==> src/rtl/isu_pkg.sv <==
package isu_pkg;
  localparam int STAT_W    = 8;
  localparam int CH_N      = 2;
  localparam int CH_STRIDE = STAT_W / CH_N;
  localparam int OFS_TX    = 0;
  localparam int OFS_RX    = 1;
  localparam int OFS_BRK   = 2;
  localparam int POS_CTR   = 3;
  localparam int POS_INP   = 7;

  // KIND_HOLD: source level sets, set wins over clear.
  // KIND_EDGE: rising source edge sets, clear wins over set.
  typedef enum logic {KIND_HOLD, KIND_EDGE} kind_e;

  function automatic kind_e kind_of(input int idx);
    return ((idx % CH_STRIDE) == OFS_TX && idx != POS_CTR && idx != POS_INP)
           ? KIND_EDGE : KIND_HOLD;
  endfunction
endpackage

==> src/rtl/isu_rst_sync.sv <==
module isu_rst_sync #(
  parameter int STAGES = 2
) (
  input  logic clk,
  input  logic arst_n,
  output logic srst_n
);
  logic [STAGES-1:0] sh_q;

  always_ff @(posedge clk or negedge arst_n) begin
    if (!arst_n) sh_q <= '0;
    else         sh_q <= {sh_q[STAGES-2:0], 1'b1};
  end

  assign srst_n = sh_q[STAGES-1];
endmodule

==> src/rtl/isu_status_bit.sv <==
module isu_status_bit
  import isu_pkg::*;
#(
  parameter kind_e KIND = KIND_HOLD
) (
  input  logic clk,
  input  logic rst_n,
  input  logic src_i,
  input  logic clr_i,
  output logic q_o
);
  logic q_q;
  logic q_nxt;
  logic set_ev;
  logic upd_en;

  generate
    if (KIND == KIND_EDGE) begin : g_edge
      logic src_d_q;

      always_ff @(posedge clk or negedge rst_n) begin
        if (!rst_n) src_d_q <= 1'b0;
        else        src_d_q <= src_i;
      end

      assign set_ev = src_i & ~src_d_q;

      always_comb begin
        q_nxt = clr_i ? 1'b0 : (q_q | set_ev);
      end

      // a holding register write clears, even against a new edge
      assert_clear_wins_R2: assert property (@(posedge clk) disable iff (!rst_n)
        clr_i |=> !q_o);
      assert_edge_sets_R2: assert property (@(posedge clk) disable iff (!rst_n)
        (set_ev && !clr_i) |=> q_o);
    end else begin : g_hold
      assign set_ev = src_i;

      always_comb begin
        q_nxt = set_ev | (q_q & ~clr_i);
      end

      // R3 (also R4, R5, R6): a source high in a cycle leaves the bit set
      assert_set_wins_R3: assert property (@(posedge clk) disable iff (!rst_n)
        src_i |=> q_o);
      assert_clear_low_R3: assert property (@(posedge clk) disable iff (!rst_n)
        (clr_i && !src_i) |=> !q_o);
    end
  endgenerate

  assign upd_en = set_ev | clr_i;

  always_ff @(posedge clk or negedge rst_n) begin
    if (!rst_n)      q_q <= 1'b0;
    else if (upd_en) q_q <= q_nxt;
  end

  assign q_o = q_q;

  assert_sticky_R7: assert property (@(posedge clk) disable iff (!rst_n)
    (!set_ev && !clr_i) |=> (q_o == $past(q_o)));
endmodule

==> src/rtl/isu_mask_reg.sv <==
module isu_mask_reg #(
  parameter int W = 8
) (
  input  logic         clk,
  input  logic         rst_n,
  input  logic         we_i,
  input  logic [W-1:0] wdata_i,
  output logic [W-1:0] mask_o
);
  logic [W-1:0] mask_q;
  logic [W-1:0] mask_nxt;

  always_comb begin
    mask_nxt = wdata_i;
  end

  always_ff @(posedge clk or negedge rst_n) begin
    if (!rst_n)    mask_q <= '0;
    else if (we_i) mask_q <= mask_nxt;
  end

  assign mask_o = mask_q;

  assert_mask_load_R9: assert property (@(posedge clk) disable iff (!rst_n)
    we_i |=> (mask_o == $past(wdata_i)));
  assert_mask_hold_R9: assert property (@(posedge clk) disable iff (!rst_n)
    !we_i |=> $stable(mask_o));
endmodule

==> src/rtl/isu_irq_gen.sv <==
module isu_irq_gen #(
  parameter int W = 8
) (
  input  logic [W-1:0] status_i,
  input  logic [W-1:0] mask_i,
  output logic         irq_n_o
);
  logic [W-1:0] active;

  always_comb begin
    active  = status_i & mask_i;
    irq_n_o = ~(|active);
  end
endmodule

==> src/rtl/dual_chan_irq_status.sv <==
module dual_chan_irq_status
  import isu_pkg::*;
(
  input  logic              clk,
  input  logic              rst_n,
  input  logic [CH_N-1:0]   tx_ready_i,
  input  logic [CH_N-1:0]   rx_avail_i,
  input  logic [CH_N-1:0]   brk_delta_i,
  input  logic              ctr_ready_i,
  input  logic              inport_delta_i,
  input  logic [CH_N-1:0]   thr_write_i,
  input  logic [CH_N-1:0]   rxbuf_read_i,
  input  logic [CH_N-1:0]   brk_ack_cmd_i,
  input  logic              ctr_stop_cmd_i,
  input  logic              inport_read_i,
  input  logic              iack_i,
  input  logic              mask_we_i,
  input  logic [STAT_W-1:0] mask_wdata_i,
  output logic [STAT_W-1:0] status_o,
  output logic [STAT_W-1:0] mask_o,
  output logic              irq_n_o
);
  logic              srst_n;
  logic [STAT_W-1:0] src_vec;
  logic [STAT_W-1:0] clr_vec;
  logic [STAT_W-1:0] stat_q;

  isu_rst_sync #(.STAGES(2)) u_rst_sync (
    .clk    (clk),
    .arst_n (rst_n),
    .srst_n (srst_n)
  );

  // Route sources and their clearing events onto the R1 bit positions.
  always_comb begin
    src_vec = '0;
    clr_vec = '0;
    for (int c = 0; c < CH_N; c++) begin
      src_vec[c*CH_STRIDE + OFS_TX]  = tx_ready_i[c];
      clr_vec[c*CH_STRIDE + OFS_TX]  = thr_write_i[c];
      src_vec[c*CH_STRIDE + OFS_RX]  = rx_avail_i[c];
      clr_vec[c*CH_STRIDE + OFS_RX]  = rxbuf_read_i[c];
      src_vec[c*CH_STRIDE + OFS_BRK] = brk_delta_i[c];
      clr_vec[c*CH_STRIDE + OFS_BRK] = brk_ack_cmd_i[c];
    end
    src_vec[POS_CTR] = ctr_ready_i;
    clr_vec[POS_CTR] = ctr_stop_cmd_i;
    src_vec[POS_INP] = inport_delta_i;
    clr_vec[POS_INP] = inport_read_i;
  end

  generate
    for (genvar i = 0; i < STAT_W; i++) begin : g_bit
      isu_status_bit #(.KIND(kind_of(i))) u_bit (
        .clk   (clk),
        .rst_n (srst_n),
        .src_i (src_vec[i]),
        .clr_i (clr_vec[i]),
        .q_o   (stat_q[i])
      );
    end
  endgenerate

  isu_mask_reg #(.W(STAT_W)) u_mask (
    .clk     (clk),
    .rst_n   (srst_n),
    .we_i    (mask_we_i),
    .wdata_i (mask_wdata_i),
    .mask_o  (mask_o)
  );

  isu_irq_gen #(.W(STAT_W)) u_irq (
    .status_i (stat_q),
    .mask_i   (mask_o),
    .irq_n_o  (irq_n_o)
  );

  assign status_o = stat_q;

  // an acknowledge cycle without clearing events lowers no bit
  assert_iack_no_clear_R8: assert property (@(posedge clk) disable iff (!srst_n)
    (iack_i && clr_vec == '0) |=> ((status_o & $past(status_o)) == $past(status_o)));
  // a zero mask releases the request in the following cycle
  assert_zero_mask_release_R10: assert property (@(posedge clk) disable iff (!srst_n)
    (mask_we_i && mask_wdata_i == '0) |=> irq_n_o);
endmodule

==> config.mk <==
export PLATFORM = sky130hd
export DESIGN_NAME = dual_chan_irq_status
export DESIGN_NICKNAME = d
export VERILOG_FILES = /design/src/rtl/isu_pkg.sv /design/src/rtl/isu_rst_sync.sv /design/src/rtl/isu_status_bit.sv /design/src/rtl/isu_mask_reg.sv /design/src/rtl/isu_irq_gen.sv /design/src/rtl/dual_chan_irq_status.sv
export SDC_FILE = /design/constraint.sdc
export NUM_CORES = 1
export LEC_CHECK = 0
export ABC_CLOCK_PERIOD_IN_PS = 1750
export BUFFER_PORTS_ARGS = -buffer_cell sky130_fd_sc_hd__buf_2
export CORE_ASPECT_RATIO = 1.2
export CORE_MARGIN = 3
export CORE_UTILIZATION = 46
export CTS_CLUSTER_SIZE = 24
export DETAILED_ROUTE_END_ITERATION = 10
export GPL_ROUTABILITY_DRIVEN = 0
export PLACE_DENSITY = 0.86
export SLEW_MARGIN = 20
export SYNTH_ARGS = -nofsm -noshare
export SYNTH_HDL_FRONTEND = slang
export SYNTH_SLANG_ARGS = --single-unit
==> constraint.sdc <==
create_clock -name clk -period 1.75 [get_ports clk]
set_input_delay 0 -clock clk [delete_from_list [all_inputs] [get_ports clk]]
set_output_delay 0 -clock clk [all_outputs]
set_load 0.02 [all_outputs]
### Word level (Yosys, flattened, before mapping)

Index checks and enable logic that the tools add are counted.
Widths: inputs -> output; s select.

* register bits: 20
* input port bits: 28
* output and inout bits: 17
* word-level logic and storage cells: 49

* bitwise gates (word level): 34
* muxes and demuxes: 2
* reduce and logical (&&, ||, !) cells: 1

Operators with widths (count)
* $or 1x1->1: 16
* $not 1->1: 9
* $and 1x1->1: 8
* $and 8x8->8: 1
* $reduce_or 8->1: 1
* $mux 1: 2

### Depth between registers and ports, before layout

* word-level depth: 4
* gate-level depth with buffers: 2
* mapped depth without buffers: 2

### Hierarchy

A second synthesis with hierarchy kept.

* cell total of the unflattened synthesis: 53
* area, all modules: 779.5 um^2

Modules (own cells, without submodules)
* isu_mask_reg: times used 1, cells an instance 17, area each 331.6 um^2
* isu_status_bit (g_bit[1].u_bit ...): times used 6, cells an instance 3, area each 36.3 um^2
* isu_status_bit (g_bit[0].u_bit ...): times used 2, cells an instance 5, area each 68.8 um^2
* isu_rst_sync: times used 1, cells an instance 3, area each 53.8 um^2
* isu_irq_gen: times used 1, cells an instance 5, area each 38.8 um^2

### Worst setup path after synthesis

No wires, ideal clock.

* path kind: register to output
* from: reg u_mask.mask_q[6], in the netlist u_mask.mask_o[6]
* to: out irq_n_o
* arrival: 0.947 ns
* cell stages (with the launch flop): 3
* buffers on the path: 0
* setup slack: 0.803 ns
* required time: 1.750 ns
* cells stage by stage: dfrtp_1 > a22oi_1 > and4_1

* longest elaborated chain between the ends: 3

RTL lines
* start, declared: line isu_mask_reg.sv:10 `logic [W-1:0] mask_q;`
* start signal, assigned: line isu_mask_reg.sv:19 `else if (we_i) mask_q <= mask_nxt;`
* $and 8x8->8: line isu_irq_gen.sv:11 `active = status_i & mask_i;`
* $reduce_or 8->1: line isu_irq_gen.sv:12 `irq_n_o = ~(|active);`
* $not 1->1: line isu_irq_gen.sv:12
* end, declared: line dual_chan_irq_status.sv:21 `output logic irq_n_o`

No other way between the ends.

### Worst setup path in the final report

* from: reg u_mask.mask_q[4], in the netlist u_mask.mask_o[4]
* to: out irq_n_o

Same word-level chain as after synthesis.

==> summary.txt <==
Outcome
  – Status: finished clean

Yosys
  – Mapped Area: 832 um2
  – Top cell type's share of synthesized area: 60.2%
  – Average size of a mapped cell: roughly 14 um2
  – Count of synthesis-stage warnings from yosys: 0
  – Unique masters post-synth: 11
  – Largest family of logic cells by synthesized area: multiplexers
  – Sequential share of the synthesized area: between 60% and 70%
  – Arithmetic-cell share of the synthesized area counting full adders, half adders and majority gates: 0%
  – Post-synthesis mux area share: between 10 and 15%
  – Dominant cell type by area after synthesis: sky130_fd_sc_hd__dfrtp_1
  – Gate Count Post-Synth: 61
  – Synthesized-area fraction occupied by and/or/nand/nor cells: between 2 and 3%
  – Synthesized-area fraction occupied by xor and xnor cells: 0%
  – Cells taking the most area after synthesis: sky130_fd_sc_hd__dfrtp_1 (60%), sky130_fd_sc_hd__mux2_4 (14%), sky130_fd_sc_hd__buf_4 (7.2%)
  – Flip-flop and latch count after synthesis: 20
  – Synth Area in Compound Gates: 10.2%
  – Nets in the synthesized netlist: 89

Die
  – Number of placement rows: 16
  – Chip width: 44.8 um
  – Starting utilization of the core area: 50.1%
  – Area of the core: between 0.0015 and 0.002 mm2
  – Die Span Y: 52.6 um
  – Die area: roughly 0.0024 mm2
  – Top-level I/O count: 45

Worst hold path
  – End point of the worst hold path: u_mask.mask_o[6]
  – Worst hold-check path type: primary input to flop
  – Launch instance of the worst min-delay path: mask_we_i
  – Worst hold path depth: 2

Clocking
  – Clock transition time at the flip-flop clock pins of the worst setup and hold paths: roughly 120 ps
  – Source-to-sink clock delay at the later pin of the worst-skew pair: 300 ps
  – Deepest level of the CTS H-tree: 1
  – Clock Root Buffer: sky130_fd_sc_hd__clkbuf_4
  – CTS Buf Count: 3
  – Maximum clock insertion buffer count: 2
  – Number of buffers inserted by post-CTS setup repair: 0
  – TritonCTS clock tree: done
  – Count of clock tree sinks: 20

Placed design
  – Place WS: 801 ps
  – Number of port buffers: 43
  – Detailed placer's ending HPWL: 1250 um

Critical path
  – Reg-to-Reg End: g_bit[2].u_bit.q_o
  – Maximum fanout count along the critical path: 3
  – Length in cells of the worst reg-to-reg path: 2
  – Reg-to-reg critical path startpoint: g_bit[2].u_bit.q_o
  – Buffering stage count on the worst path with inverters included: 1
  – Critical path endpoint category: output port
  – Data arrival time of the critical path: 1280 ps
  – Largest delay share family, worst path: flip-flops
  – Cell with the biggest individual delay on the critical path: sky130_fd_sc_hd__dfrtp_1
  – Data required time at the worst endpoint: 1750 ps
  – Max stage delay on crit path: 430 ps
  – Cells traversed along the worst timing path: a22oi_1, and4_1, buf_2
  – Start-to-end type of the worst setup path: flop to output port
  – Kind of launch point of the worst setup path: flop
  – Minimum setup slack among reg-to-reg paths: 500 ps

Pwr
  – Leakage power: a little under 0.7 nW
  – Power per cell area: approximately 860 mW/mm2
  – Post-route total power: 0.00113 W
  – Maximum resistive drop on vdd: 0.000586 V

Global routing
  – GR Util All Layers: 21.1%
  – Number of global-route vias before repair: around 730
  – Global-route wire length before repair: approximately 3400 um
  – Remaining global-route overflow: 0
  – Antenna violations before repair: 0
  – Pin count of the biggest net entering global routing: 19

Timing
  – Skew final: about 12 ps
  – Aggregate negative setup slack: 0 ps
  – Final-report max-slew violation count: 0
  – Max-Slew Margin vs Limit: 52.1%
  – Final setup violating endpoints: 0
  – Least-Margin Pin Slew: between 700 and 800 ps
  – Post-layout min period: 1280 ps
  – Worst Slack Setup Final: 466 ps
  – Number of hold violations in the final report: 0
  – Share of the cycle needed by the critical path after routing: 73.4%
  – Maximum frequency from static timing analysis: 779 MHz
  – RSZ-0062 raised after global routing: false

Flow run
  – Max-cap viol count: 0

Detailed routing
  – Average wire length per cell after detail routing: 16.6 um
  – Number of remaining DRC errors: 0
  – Post-DRT Antenna Nets: 0
  – Iteration-0 DRC count of the detailed router: 5
  – Mean number of vias per cell: about 4.8
  – Final routed wirelength across all metal layers: 2370 um
  – Total number of vias: about 690
  – Pre-antenna DRT Iters: 4

Cells and area
  – Number of diodes: 0
  – Fraction of final layout cells sized beyond drive strength 1: 44.0%
  – Layout overhead on the synthesized area: 57.6%
  – Filler cell count in the final layout: 108
  – Layout net count: 154
==> sequential cells by signal, indices dropped and copies added, names as in the netlist <==
register                    cells
u_rst_sync.sh_q                 2
g_bit.u_bit.q_o                 8
g_bit.u_bit.g_edge.src_d_q      2
u_mask.mask_o                   8
==> worst max-delay path by stage <==
| stage | startpoint | endpoint | cells past startpoint |
|---|---|---|---|
| global placement | u_mask.mask_o[4] | irq_n_o | 3 |
| finish | u_mask.mask_o[4] | irq_n_o | 3 |
| floorplan | u_mask.mask_o[6] | irq_n_o | 2 |
| CTS | u_mask.mask_o[6] | irq_n_o | 3 |
| global route | g_bit[2].u_bit.q_o | irq_n_o | 3 |
| detailed placement | u_mask.mask_o[6] | irq_n_o | 3 |
==> stage by stage <==
stage	cells	hold WS, ps	area (um2)	util, %
6_report	143	140	1310	78.9
5_1_grt	143	134	1310	78.9
4_1_cts	143	122	1310	78.9
3_5_place_dp	113	-215	998	60.1
3_3_place_gp	113	-215	998	60.1
2_1_floorplan	61	-296	832	-
==> cell type report <==
class | count | area (um2) | area share, %
sequential | 20 | 500 | 38.2
timing repair buffer | 69 | 475 | 36.3
multi-input combinational | 24 | 230 | 17.6
clock inverter | 1 | 30.0 | 2.29
inverter | 8 | 30.0 | 2.29
clock buffer | 3 | 22.5 | 1.72
tap | 18 | 22.5 | 1.72
==> power breakdown <==
part | leakage [nW] | internal [W] | total, W | switching [W]
clock | 0.0279 | 0.000232 | 0.000372 | 0.000141
combinational | 0.434 | 0.000126 | 0.000225 | 0.0000995
sequential | 0.231 | 0.000497 | 0.000532 | 0.0000350
total | 0.692 | 0.000855 | 0.00113 | 0.000276
==> Yosys cell counts <==
library cell / number
sky130_fd_sc_hd__a21o_1: 6
sky130_fd_sc_hd__a21oi_1: 2
sky130_fd_sc_hd__a22oi_1: 4
sky130_fd_sc_hd__and4_1: 1
sky130_fd_sc_hd__buf_4: 8
sky130_fd_sc_hd__buf_6: 1
sky130_fd_sc_hd__conb_1: 1
sky130_fd_sc_hd__dfrtp_1: 20
sky130_fd_sc_hd__inv_1: 8
sky130_fd_sc_hd__mux2_4: 8
sky130_fd_sc_hd__nand2b_1: 2
==> kinds of logic after synthesis <==
group,Yosys count
AND/OR/NAND/NOR,3
multiplexers,8
AO/OA/AOI/OAI,12
buffers and inverters,17
other,1
flip-flops,20
==> timing repair <==
action,in CTS,in global routing
gates resized for setup,0,0
hold buffers,26,0
setup endpoints to repair,0,0
endpoints found under the hold margin,20,0
==> cell usage in the layout (no fill, tap or decap), types with 2 or more instances in the layout <==
cell type                       instances
sky130_fd_sc_hd__inv_1                  8
sky130_fd_sc_hd__nand2b_1               2
sky130_fd_sc_hd__a22oi_1                4
sky130_fd_sc_hd__a21o_1                 6
sky130_fd_sc_hd__clkbuf_4               3
sky130_fd_sc_hd__dfrtp_1               20
sky130_fd_sc_hd__dlygate4sd3_1         26
sky130_fd_sc_hd__a21oi_1                2
sky130_fd_sc_hd__buf_2                 43
sky130_fd_sc_hd__mux2_4                 8
==> routing by layer <==
| layer | track usage, % | wire length (um) |
|---|---|---|
| met1 | 20.4 | 793 |
| met2 | 39.7 | 1330 |
| met3 | 3.09 | 140 |
| met4 | 14.1 | 106 |
| met5 | 0 | 0 |
(Power assumes the default switching activity.)
